==> src/rtl/dch_pkg.sv <==
package dch_pkg;

    localparam int CMD_W = 4;

    typedef enum logic [1:0] {
        MODE_TRANSP = 2'b00,
        MODE_RSVD   = 2'b01,
        MODE_SYNC   = 2'b10,
        MODE_ARB    = 2'b11
    } dmode_e;

    typedef enum logic [1:0] {
        RS_OFF  = 2'b00,
        RS_STOP = 2'b01,
        RS_GO   = 2'b10
    } rstate_e;

    localparam logic [CMD_W-1:0] CMD_INVERT = 4'b1100;
    localparam logic [CMD_W-1:0] CMD_PASS   = 4'b1000;

endpackage

==> src/rtl/dch_echo_lane.sv <==
module dch_echo_lane
    import dch_pkg::*;
#(
    parameter int NCH = 4,
    parameter int IDX = 0
) (
    input  logic             clk,
    input  logic             rst_n,
    input  logic             slot_i,
    input  logic             side_i,
    input  logic [1:0]       mode_i,
    input  logic [NCH-1:0]   rx_all_i,
    input  logic [NCH-1:0]   mask_i,
    input  logic [CMD_W-1:0] cmd_i,
    output logic             echo_o
);

    logic bus_and;
    logic echo_nxt;
    logic echo_q;

    // wired-AND over own channel plus every selected channel
    always_comb begin
        bus_and = 1'b1;
        for (int j = 0; j < NCH; j++) begin
            if (mask_i[j] || (j == IDX)) begin
                bus_and = bus_and & rx_all_i[j];
            end
        end
    end

    always_comb begin
        echo_nxt = 1'b1;
        if (!side_i) begin
            unique case (dmode_e'(mode_i))
                MODE_TRANSP, MODE_RSVD: echo_nxt = rx_all_i[IDX];
                MODE_SYNC:              echo_nxt = bus_and;
                MODE_ARB: begin
                    if (cmd_i == CMD_INVERT)    echo_nxt = ~rx_all_i[IDX];
                    else if (cmd_i == CMD_PASS) echo_nxt = rx_all_i[IDX];
                    else                        echo_nxt = 1'b1;
                end
                default:                echo_nxt = 1'b1;
            endcase
        end
    end

    always_ff @(posedge clk) begin
        if (!rst_n) begin
            echo_q <= 1'b1;
        end else if (slot_i) begin
            echo_q <= echo_nxt;
        end
    end

    assign echo_o = echo_q;

endmodule

==> src/rtl/dch_rdy_fsm.sv <==
module dch_rdy_fsm
    import dch_pkg::*;
(
    input  logic       clk,
    input  logic       rst_n,
    input  logic       slot_i,
    input  logic       side_i,
    input  logic [1:0] mode_i,
    input  logic       tx_d_i,
    input  logic       echo_rx_i,
    input  logic       release_i,
    output logic       rdy_o,
    output logic       rdy_oe_o
);

    rstate_e state_q;
    rstate_e state_nxt;
    logic    active;
    logic    advance;
    logic    collide;

    assign active  = side_i & mode_i[1];
    assign advance = (dmode_e'(mode_i) == MODE_ARB) ? 1'b1 : slot_i;
    assign collide = tx_d_i ^ echo_rx_i;

    // next state
    always_comb begin
        state_nxt = state_q;
        if (!active) begin
            state_nxt = RS_OFF;
        end else begin
            unique case (state_q)
                RS_OFF:  state_nxt = RS_STOP;
                RS_STOP: if (advance && release_i) state_nxt = RS_GO;
                RS_GO:   if (advance && collide)   state_nxt = RS_STOP;
                default: state_nxt = RS_STOP;
            endcase
        end
    end

    // state register
    always_ff @(posedge clk) begin
        if (!rst_n) state_q <= RS_STOP;
        else        state_q <= state_nxt;
    end

    // outputs
    always_comb begin
        rdy_oe_o = active;
        unique case (state_q)
            RS_GO:   rdy_o = (dmode_e'(mode_i) == MODE_ARB) ? 1'b0 : 1'b1;
            default: rdy_o = (dmode_e'(mode_i) == MODE_ARB) ? 1'b1 : 1'b0;
        endcase
    end

endmodule

==> src/rtl/dch_echo_ctrl.sv <==
module dch_echo_ctrl
    import dch_pkg::*;
#(
    parameter int NCH = 4
) (
    input  logic               clk,
    input  logic               rst_n,
    input  logic [1:0]         mode_i,
    input  logic               side_i,
    input  logic               slot_i,
    input  logic [NCH-1:0]     rx_d_i,
    input  logic [NCH-1:0]     sel_mask_i,
    input  logic [NCH*4-1:0]   cmd_i,
    input  logic               tx_d_i,
    input  logic               echo_rx_i,
    input  logic               release_i,
    output logic [NCH-1:0]     echo_o,
    output logic               rdy_o,
    output logic               rdy_oe_o
);

    for (genvar g = 0; g < NCH; g++) begin : g_lane
        dch_echo_lane #(
            .NCH (NCH),
            .IDX (g)
        ) u_lane (
            .clk      (clk),
            .rst_n    (rst_n),
            .slot_i   (slot_i),
            .side_i   (side_i),
            .mode_i   (mode_i),
            .rx_all_i (rx_d_i),
            .mask_i   (sel_mask_i),
            .cmd_i    (cmd_i[g*CMD_W +: CMD_W]),
            .echo_o   (echo_o[g])
        );
    end

    dch_rdy_fsm u_rdy (
        .clk       (clk),
        .rst_n     (rst_n),
        .slot_i    (slot_i),
        .side_i    (side_i),
        .mode_i    (mode_i),
        .tx_d_i    (tx_d_i),
        .echo_rx_i (echo_rx_i),
        .release_i (release_i),
        .rdy_o     (rdy_o),
        .rdy_oe_o  (rdy_oe_o)
    );

endmodule

==> config.mk <==
export PLATFORM = sky130hd
export DESIGN_NAME = dch_echo_ctrl
export DESIGN_NICKNAME = d
export VERILOG_FILES = /design/src/rtl/dch_pkg.sv /design/src/rtl/dch_echo_lane.sv /design/src/rtl/dch_rdy_fsm.sv /design/src/rtl/dch_echo_ctrl.sv
export SDC_FILE = /design/constraint.sdc
export NUM_CORES = 1
export LEC_CHECK = 0
export ABC_AREA = 1
export CAP_MARGIN = 20
export CORE_MARGIN = 2
export CORE_UTILIZATION = 36
export CTS_CLUSTER_DIAMETER = 80
export CTS_CLUSTER_SIZE = 40
export DETAILED_ROUTE_END_ITERATION = 10
export GPL_TIMING_DRIVEN = 0
export PLACE_DENSITY = 0.9
export SYNTH_ARGS = -nofsm -noshare
export SYNTH_HDL_FRONTEND = slang
export SYNTH_SLANG_ARGS = --single-unit
==> constraint.sdc <==
create_clock -name clk -period 1.7 [get_ports clk]
set_clock_uncertainty 0.05 [all_clocks]
set_input_delay 0.34 -clock clk [delete_from_list [all_inputs] [get_ports clk]]
set_output_delay 0.34 -clock clk [all_outputs]
set_load 0.02 [all_outputs]
==> summary.md <==
| Metric | Value |
|---|---|
| Slew margin rel. | `82.2%` |
| Fin cells | `159` |
| Global-route wire length before repair | `2.59 mm` |
| Element type at the critical path start | `flip-flop` |
| Finished Cell Area | `966 um2` |
| Core area | `0.00135 mm2` |
| Crit path launch | `g_lane[0].u_lane.echo_o` |
| 1st-iter DRT viols | `11` |
| Worst slew pin tran | `267 ps` |
| Clock buffer count from CTS | `3` |
| Vias/cell | `4.61` |
| Top FF cell, synth | `dfxtp_1` |
| DP HPWL | `1.29 mm` |
| Worst Setup End Kind | `output pin` |
| Share of layout cells above drive strength 1 | `11.1%` |
| Count of pins over their slew limit | `0` |
| Postcts setup bufs | `0` |
| Average routed wire per standard cell | `9.48 um` |
| Unrepaired setup endpoints after global routing | `false` |
| Most numerous cell in the Yosys netlist | `nand2_1` |
| Lkg Pwr | `0.494 nW` |
| Hold Path Class | `flip-flop to flip-flop` |
| Status | `completed` |
| Setup violators final | `0` |
| Period utilization | `97.3%` |
| Die area | `0.00183 mm2` |
| Fin worst setup slack | `45.4 ps` |
| Cell Rows | `13` |
| Final Power | `0.481 mW` |
| CP required | `1310 ps` |
| Starting Density | `40.0%` |
| Post-route DRC violation count | `0` |
| Pre-CTS WS | `-588 ps` |
| Seq/Total Area, Yosys | `22.2%` |
| Clk root buf | `clkbuf_4` |
| CTS tree | `yes` |
| Area leader, netlist | `nand2_1` |
| Number of placed instances, taps included | `156` |
| Hold slack | `418 ps` |
| Clk sink count | `6` |
| # port buffers | `38` |
| Worst-Skew Late Latency | `250 ps` |
| F_max | `604 MHz` |
| Initial antenna violation count | `0` |
| EDFF count, synth | `0` |
| Reg-to-reg slack, setup | `670 ps` |
| Top-area cell type share of the netlist area | `33.3%` |
| Hold Vio Cnt, Final | `0` |
| Final Net Count | `179` |
| Placed cell areas | `940 um2` |
| Final min period | `1650 ps` |
| Die W | `42.8 um` |
| Reg-to-Reg Start | `u_rdy.state_q[1]` |
| Syn. warnings | `0` |
| Die Y | `42.8 um` |
| Largest net degree at the start of global routing | `8` |
| Ports | `39` |
| Post-synth top cells | `nand2_1, inv_1, a21oi_1, nor2_1` |
| Critical Path AT | `1260 ps` |
| Total congestion overflow | `0` |
| Critical-path maximum fanout | `2` |
| Clock Tree Buf Depth | `2` |
| Reg clk slew, reported paths | `40 ps` |
| Via count | `733` |
| Post-synthesis cell count | `103` |
| Post-route ant nets | `0` |
| # diodes | `0` |
| Vias in the first global route | `658` |
| CP Class | `flip-flop to output pin` |
| Syn Nets | `136` |
| Peak supply drop | `490 uV` |
| Avg Inst Size Synth | `5.25 um2` |
| #FFs+latches synth | `6` |
| Synth async-reset ratio | `0%` |
| MaxCap Viol Count | `0` |
| CTS HTree Levels | `1` |
| Min-Delay Startpoint | `g_lane[2].u_lane.echo_o` |
| Netlist Area Pre-Place | `541 um2` |
| Largest cells by area after synthesis | `nand2_1, dfxtp_1, inv_1` |
| Power Density | `498 mW/mm2` |
| Area Overhead vs Synth | `78.7%` |
| GP Congestion | `0.739` |
| Post-Route WL | `1.51 mm` |
| Tot GR Track Use | `18.7%` |
| Unique masters post-synth | `13` |
| Drt pass-1 iters | `4` |
-- cells in the final DEF, fill, tap and decap left out, drive strengths merged --
| master | count |
|---|---|
| a21oi | 8 |
| buf | 5 |
| clkbuf | 3 |
| clkdlybuf4s15 | 1 |
| clkdlybuf4s50 | 34 |
| dfxtp | 6 |
| dlygate4sd2 | 2 |
| inv | 15 |
| nand2 | 50 |
| nand3 | 6 |
| nor2 | 10 |
| o21ai | 2 |
| or2 | 1 |
| xnor2 | 1 |
-- report_power, final --
group | leakage, nW | total, mW | switching (mW) | internal, mW
Combinational | 0.431 | 0.194 | 0.0800 | 0.114
Sequential | 0.0498 | 0.154 | 0.00417 | 0.150
Clock | 0.0138 | 0.134 | 0.0537 | 0.0800
-- layout make-up --
| cell class | count | area [um2] |
|---|---|---|
| multi-input cells | 78 | 342 |
| repair buffers | 38 | 377 |
| flip-flops and latches | 6 | 120 |
| well taps | 15 | 18.8 |
| plain buffers | 4 | 30.0 |
| clock buffers | 3 | 22.5 |
| inverters | 15 | 56.3 |
| fillers | 125 | 384 |
-- logic make-up after synthesis --
logic type             after synthesis  synth area share [%]
AND/OR/NAND/NOR                     67                  50.2
AO/OA/AOI/OAI                       10                  9.95
flip-flops                           6                  22.2
buffers and inverters               19                  16.0
XOR/XNOR                             1                  1.62
-- critical path, stage by stage, from the launching register on --
cell and delay (ps):
dfxtp_1 320, buf_4 100, clkdlybuf4s50_1 590
-- state kept, by name, summed over array words and instances, names as in the netlist --
register              cells
u_rdy.state_q             2
g_lane.u_lane.echo_o      4
-- per-stage QoR --
step           util, %  TNS, ps
3_5_place_dp      69.6    -1090
5_1_grt           71.5        0
3_3_place_gp      69.6    -1010
4_1_cts           70.8        0
6_report          71.5        0
2_1_floorplan        -        0
-- timing repair --
action | in CTS | in global routing
gates cloned | 0 | 0
setup endpoints to repair | 2 | 1
hold buffers | 0 | 0
endpoints found under the hold margin | 0 | 0
resized for setup | 10 | 2
-- path summary, 6_finish.rpt --
path	cells after the start	end
max	2	echo_o[0]
min	2	g_lane[2].u_lane.echo_o
max reg2reg	6	u_rdy.state_q[1]
min reg2reg	2	g_lane[2].u_lane.echo_o
-- metal layers --
metal	up-vias	wire (um)	part of all wire, %	GRT usage, %
met5	-	0	0	0
met3	0	133	8.8	9.79
met4	0	0	0	3.75
met2	33	756	50	31.8
met1	311	619	41	20.6
li1	389	-	-	-
Note: power is estimated with default switching activity, not from simulation.
